<file path="src/rtl/kpad_pkg.sv">
// Shared types and helpers for the keypad scanner.
// Assumes at most 16 keys, so every key number fits in one hex digit.
package kpad_pkg;

    typedef enum logic [1:0] {
        KS_RELEASE  = 2'd0,
        KS_POLL     = 2'd1,
        KS_DEBOUNCE = 2'd2,
        KS_SCAN     = 2'd3
    } kpad_state_e;

    // Map a key number 0..15 to its ASCII hex character
    function automatic logic [7:0] kpad_hex_ascii(input logic [7:0] v);
        if (v < 8'd10) return 8'h30 + v;
        else           return 8'h37 + v;
    endfunction

endpackage

</file>
<file path="src/rtl/kpad_col_sync.sv">
// Multi-flop synchronizer for the asynchronous column lines.
// Assumes STAGES >= 2; resets to all ones (the idle, released level).
module kpad_col_sync #(
    parameter int W      = 4,
    parameter int STAGES = 2
) (
    input  logic         clk,
    input  logic         rst_n,
    input  logic [W-1:0] din,
    output logic [W-1:0] dout
);
    logic [STAGES-1:0][W-1:0] stg;

    // Shift the raw columns through the flop chain
    always_ff @(posedge clk) begin
        if (!rst_n) begin
            stg <= '1;
        end else begin
            stg[0] <= din;
            for (int s = 1; s < STAGES; s++) stg[s] <= stg[s-1];
        end
    end

    assign dout = stg[STAGES-1];
endmodule

</file>
<file path="src/rtl/kpad_timer.sv">
// Loadable down-counter shared by the settle and debounce waits.
// done is high while the count is zero; a load takes priority over counting.
module kpad_timer #(
    parameter int CW = 8
) (
    input  logic          clk,
    input  logic          rst_n,
    input  logic          load,
    input  logic [CW-1:0] load_val,
    output logic          done
);
    logic [CW-1:0] cnt;

    // Count down to zero and hold there
    always_ff @(posedge clk) begin
        if (!rst_n)           cnt <= '0;
        else if (load)        cnt <= load_val;
        else if (cnt != '0)   cnt <= cnt - 1'b1;
    end

    assign done = (cnt == '0);
endmodule

</file>
<file path="src/rtl/kpad_col_pick.sv">
// Picks the lowest-numbered low column and forms the ASCII code for the key
// at (row_idx, column). Assumes ROWS*COLS <= 16 and that at least one column
// is low when the code is used.
module kpad_col_pick
    import kpad_pkg::*;
#(
    parameter int ROWS = 4,
    parameter int COLS = 4
) (
    input  logic [$clog2(ROWS)-1:0] row_idx,
    input  logic [COLS-1:0]         cols_n,
    output logic [7:0]              code
);
    localparam int CW = (COLS > 1) ? $clog2(COLS) : 1;

    logic [CW-1:0] col_sel;
    logic [7:0]    key_num;

    // Priority pick: scanning downward leaves the lowest low column selected
    always_comb begin
        col_sel = '0;
        for (int c = COLS - 1; c >= 0; c--) begin
            if (!cols_n[c]) col_sel = CW'(c);
        end
    end

    // Key number and its character
    always_comb begin
        key_num = 8'(row_idx) * 8'(COLS) + 8'(col_sel);
        code    = kpad_hex_ascii(key_num);
    end
endmodule

</file>
<file path="src/rtl/kpad_ctrl.sv">
// Scan sequencer: release wait, poll, debounce resample, then row walk.
// Assumes cols_s is already synchronized and SETTLE_CYC covers the
// synchronizer delay. The report is registered at the row-walk hit.
module kpad_ctrl
    import kpad_pkg::*;
#(
    parameter int ROWS         = 4,
    parameter int COLS         = 4,
    parameter int DEBOUNCE_CYC = 2_500_000,
    parameter int SETTLE_CYC   = 4,
    parameter int TW           = 22
) (
    input  logic                    clk,
    input  logic                    rst_n,
    input  logic [COLS-1:0]         cols_s,
    input  logic                    timer_done,
    input  logic [7:0]              code_in,
    output logic                    timer_load,
    output logic [TW-1:0]           timer_val,
    output logic [ROWS-1:0]         row_drv,
    output logic [$clog2(ROWS)-1:0] row_idx,
    output logic                    key_valid,
    output logic [7:0]              key_code
);
    localparam int RW = $clog2(ROWS);
    localparam logic [RW-1:0] LAST_ROW = RW'(ROWS - 1);

    kpad_state_e   state, state_nxt;
    logic [RW-1:0] idx_nxt;
    logic          all_high;
    logic          report;

    assign all_high = &cols_s;

    // Next-state, row step and timer load decisions
    always_comb begin
        state_nxt  = state;
        idx_nxt    = row_idx;
        timer_load = 1'b0;
        timer_val  = '0;
        report     = 1'b0;
        unique case (state)
            KS_RELEASE: begin
                if (timer_done && all_high) state_nxt = KS_POLL;
            end
            KS_POLL: begin
                if (!all_high) begin
                    state_nxt  = KS_DEBOUNCE;
                    timer_load = 1'b1;
                    timer_val  = TW'(DEBOUNCE_CYC);
                end
            end
            KS_DEBOUNCE: begin
                if (timer_done) begin
                    if (!all_high) begin
                        state_nxt  = KS_SCAN;
                        idx_nxt    = '0;
                        timer_load = 1'b1;
                        timer_val  = TW'(SETTLE_CYC);
                    end else begin
                        state_nxt = KS_POLL;
                    end
                end
            end
            KS_SCAN: begin
                if (timer_done) begin
                    if (!all_high) begin
                        report     = 1'b1;
                        state_nxt  = KS_RELEASE;
                        timer_load = 1'b1;
                        timer_val  = TW'(SETTLE_CYC);
                    end else if (row_idx == LAST_ROW) begin
                        state_nxt = KS_POLL;
                    end else begin
                        idx_nxt    = row_idx + 1'b1;
                        timer_load = 1'b1;
                        timer_val  = TW'(SETTLE_CYC);
                    end
                end
            end
            default: state_nxt = KS_RELEASE;
        endcase
    end

    // State and row index registers
    always_ff @(posedge clk) begin
        if (!rst_n) begin
            state   <= KS_RELEASE;
            row_idx <= '0;
        end else begin
            state   <= state_nxt;
            row_idx <= idx_nxt;
        end
    end

    // Registered report strobe and held code
    always_ff @(posedge clk) begin
        if (!rst_n) begin
            key_valid <= 1'b0;
            key_code  <= 8'h00;
        end else begin
            key_valid <= report;
            if (report) key_code <= code_in;
        end
    end

    // One row low during the walk, all rows low otherwise
    assign row_drv = (state == KS_SCAN) ? ~(ROWS'(1) << row_idx) : '0;
endmodule

</file>
<file path="src/rtl/kpad_scan_top.sv">
// Matrix keypad scanner top: synchronizer, shared timer, column picker and
// sequencer. Assumes pulled-up columns, active-low rows and ROWS*COLS <= 16.
module kpad_scan_top #(
    parameter int ROWS         = 4,
    parameter int COLS         = 4,
    parameter int SYNC_STAGES  = 2,
    parameter int DEBOUNCE_CYC = 2_500_000,
    parameter int SETTLE_CYC   = 4
) (
    input  logic            clk,
    input  logic            rst_n,
    input  logic [COLS-1:0] col_in,
    output logic [ROWS-1:0] row_drv,
    output logic            key_valid,
    output logic [7:0]      key_code
);
    localparam int TMAX = (DEBOUNCE_CYC > SETTLE_CYC) ? DEBOUNCE_CYC : SETTLE_CYC;
    localparam int TW   = $clog2(TMAX + 1);
    localparam int RW   = $clog2(ROWS);

    logic [COLS-1:0] cols_s;
    logic            t_load;
    logic [TW-1:0]   t_val;
    logic            t_done;
    logic [RW-1:0]   row_idx;
    logic [7:0]      code_w;

    kpad_col_sync #(.W(COLS), .STAGES(SYNC_STAGES)) u_sync (
        .clk(clk), .rst_n(rst_n), .din(col_in), .dout(cols_s)
    );

    kpad_timer #(.CW(TW)) u_timer (
        .clk(clk), .rst_n(rst_n), .load(t_load), .load_val(t_val), .done(t_done)
    );

    kpad_col_pick #(.ROWS(ROWS), .COLS(COLS)) u_pick (
        .row_idx(row_idx), .cols_n(cols_s), .code(code_w)
    );

    kpad_ctrl #(
        .ROWS(ROWS), .COLS(COLS), .DEBOUNCE_CYC(DEBOUNCE_CYC),
        .SETTLE_CYC(SETTLE_CYC), .TW(TW)
    ) u_ctrl (
        .clk(clk), .rst_n(rst_n), .cols_s(cols_s), .timer_done(t_done),
        .code_in(code_w), .timer_load(t_load), .timer_val(t_val),
        .row_drv(row_drv), .row_idx(row_idx), .key_valid(key_valid),
        .key_code(key_code)
    );
endmodule

</file>
<file path="config.mk">
export PLATFORM = sky130hd
export DESIGN_NAME = kpad_scan_top
export DESIGN_NICKNAME = d
export VERILOG_FILES = /design/src/rtl/kpad_pkg.sv /design/src/rtl/kpad_col_sync.sv /design/src/rtl/kpad_timer.sv /design/src/rtl/kpad_col_pick.sv /design/src/rtl/kpad_ctrl.sv /design/src/rtl/kpad_scan_top.sv
export SDC_FILE = /design/constraint.sdc
export NUM_CORES = 1
export LEC_CHECK = 0
export CORE_AREA = 2 2 67 69
export CTS_BUF_LIST = sky130_fd_sc_hd__clkbuf_2
export CTS_CLUSTER_SIZE = 10
export DETAILED_ROUTE_END_ITERATION = 10
export DIE_AREA = 0 0 69 71
export PLACE_DENSITY = 0.85
export SLEW_MARGIN = 10
export SYNTH_ARGS = -nofsm -noshare
export SYNTH_HDL_FRONTEND = slang
export SYNTH_SLANG_ARGS = --single-unit
</file>
<file path="constraint.sdc">
create_clock -name clk -period 2.18 [get_ports clk]
set_input_delay 0.654 -clock clk [delete_from_list [all_inputs] [get_ports clk]]
set_output_delay 0.654 -clock clk [all_outputs]
set_load 0.005 [all_outputs]
</file>
==> run metrics <==
status=complete, no violations; leading area contributor after synthesis=dfxtp_1; synthesized flop and latch total=between 40 and 50; Async SR Flop Fraction=0%; ys flop type=dfxtp_1; P per Cell Area=1100 nW/um^2; Hold Crit Start=u_sync.stg[2]; fraction of layout instances using a drive strength above 1=between 10% and 20%; critical path arrival=2440 ps; # DRC=0; antenna violations before repair=0; critical path startpoint=u_timer.cnt[9]; final setup TNS=0 ps; ant diodes=0; top-count cell post-synth=dfxtp_1; Hold Crit Class=flop to flop; fmax=between 0.4 and 0.5 GHz; Synth area leaders=dfxtp_1 40%, nand2_1 3.9%, a21oi_1 3.5%, ha_1 3.5%, o21ai_0 3.1%; P_leak=1.01 nW; Crit Path Max Fanout=6; Synth top area share=39.7%; H-Tree Depth=2; # Max-Cap Violations=0; Tcrit/Tclk final=~94%; Synth Warn #=0; Syn Inst Count=242; Inserted Clock Buffers=5; post-DP HPWL=3510 um; vias in the first global route=approximately 1800; Syn Nets=254; Syn Std Cell Area=2120 sq um; skew final=approximately 34 ps; worst-skew pair later-pin latency=420 ps; Die Y-Extent=between 70 and 80 um; routed length per placed instance=14.6 um; clock slew seen by the registers of the worst setup and hold paths=around 250 ps; peak supply drop=0.000486 V; WS Path Type=flop to flop; Crit. End Element=flop; Tot GR Track Use=20.2%; final net count=290; Die Wd=69 um; Die Area=4900 sq um; Initial Utilization=between 50 and 60%; core box area=between 4000 and 5000 sq um; register area share after synthesis=39.7%; reg2reg start=u_timer.cnt[9]; CTS Buffer Depth=2; synth cell count leaders=42 x dfxtp_1, 22 x nand2_1, 17 x nor2_1; Initial DRT Pass Iterations=5; clk root buf=clkbuf_2; global route overflow=0; fin crit period=2050 ps; Port Buffers=17; RSZ-0062 raised after global routing=false; worst hold margin=approximately 440 ps; largest net degree at the start of global routing=20; first-pass GRT wire length=8110 um; Critical Path Source Type=flop; row count=24; Setup violations, final=0; GP Congestion=about 0.95; Critical Path RT=2570 ps; clock tree from TritonCTS=done; vias per inst=5.86; initial drt markers=between 100 and 150; final wirelength=4820 um; Yosys cell types=50; hold buffer count at cts=0; vias post-DR=roughly 1900; Pwr Total=~2.8 mW; ANT nets after route=0; EDFF count, synth=0; final hold vios=0; clk sinks=42; P&R area growth vs syn=20.4%; IO Count=19; Synth Area per Inst=8.74 sq um; final max-slew violation count=0
-- final cells by class --
type	count	area, sq um
Inverter	8	30.0
Timing Repair Buffer	37	304
Fill cell	377	1660
Tap cell	52	65.1
Multi-Input combinational cell	184	1230
Clock inverter	3	45.0
Sequential cell	42	851
Clock buffer	5	25.0
-- stage by stage --
stage / worst slack, ps / cell area, sq um / cells / util (%)
floorplan: 111 / 2120 / 242 / -
global placement: 166 / 2450 / 321 / 58.3
detailed placement: 93.5 / 2450 / 321 / 58.3
CTS: 1.24 / 2550 / 332 / 60.7
global route: 1.27 / 2550 / 331 / 60.6
finish: 126 / 2550 / 331 / 60.6
-- worst paths after layout --
| kind | end | slack, ps | depth (start not counted) |
|---|---|---|---|
| setup reg to reg | u_ctrl.row_idx[1] | 130 | 6 |
| setup / recovery | u_ctrl.row_idx[1] | 130 | 6 |
| hold reg to reg | u_sync.dout[2] | 440 | 1 |
| hold / removal | u_sync.dout[2] | 440 | 1 |
-- timing repair --
| item | CTS | global route |
|---|---|---|
| endpoints found under the setup margin | 4 | 14 |
| resized for setup | 17 | 5 |
| buffers inserted | 3 | 0 |
| pin swaps | 0 | 1 |
| cloned | 0 | 0 |
| hold endpoints to repair | 0 | 0 |
-- cell usage in the layout (no fill, tap or decap), drive strengths merged, types with 2 or more instances in the layout --
cell type and count:
nand3 9, xor2 3, and2 2, nand2b 10, nand4 7, ha 6
o211a 2, o211ai 2, nor3b 2, a21oi 15, nor4 8, inv 8
mux2i 6, or3 7, and3 2, a21boi 4, clkbuf 6, a211oi 2
a41oi 2, buf 22, clkdlybuf4s50 13, nand2 23, dfxtp 42, nor2 17
o21ai 13, nor3 7, nor2b 9, and4 3, clkinvlp 2, xnor2 6
-- metal layers --
| layer | wire (um) | track usage, % |
|---|---|---|
| met1 | 2130 | 24.3 |
| met2 | 2400 | 35.1 |
| met3 | 216 | 3.99 |
| met4 | 76 | 8.50 |
| met5 | 0 | 0 |
-- report_power, final --
group / leakage [nW] / switching [mW] / total (mW) / internal (mW)
logic: 0.628 / 0.699 / 1.28 / 0.584
registers: 0.346 / 0.163 / 1.06 / 0.899
clock network: 0.0352 / 0.270 / 0.463 / 0.192
total: 1.01 / 1.13 / 2.81 / 1.67
-- logic make-up (layout without fill, tap and decap cells) --
family,after synthesis,after routing,synth area share (%)
other,1,1,0.177
multiplexers,7,7,3.37
adder cells (fa/ha/maj),6,6,3.55
AO/OA/AOI/OAI,50,50,15.4
flip-flops,42,42,39.7
AND/OR/NAND/NOR,111,111,31.0
buffers and inverters,16,53,3.02
XOR/XNOR,9,9,3.73
-- state kept, by name, indices dropped and copies added (netlist names) --
signal	cells
u_ctrl.key_code	7
u_ctrl.key_valid	1
u_sync.dout	4
u_ctrl.state	2
u_sync.stg	4
u_ctrl.row_idx	2
u_timer.cnt	22
-- worst max-delay path, stage by stage (launching register included) --
cell	delay [ps]
dfxtp_1	410
nor4_1	460
nand4_1	210
nor4_1	370
buf_4	190
mux2_2	320
nor2_1	70
Note: power is estimated with default switching activity, not from simulation.
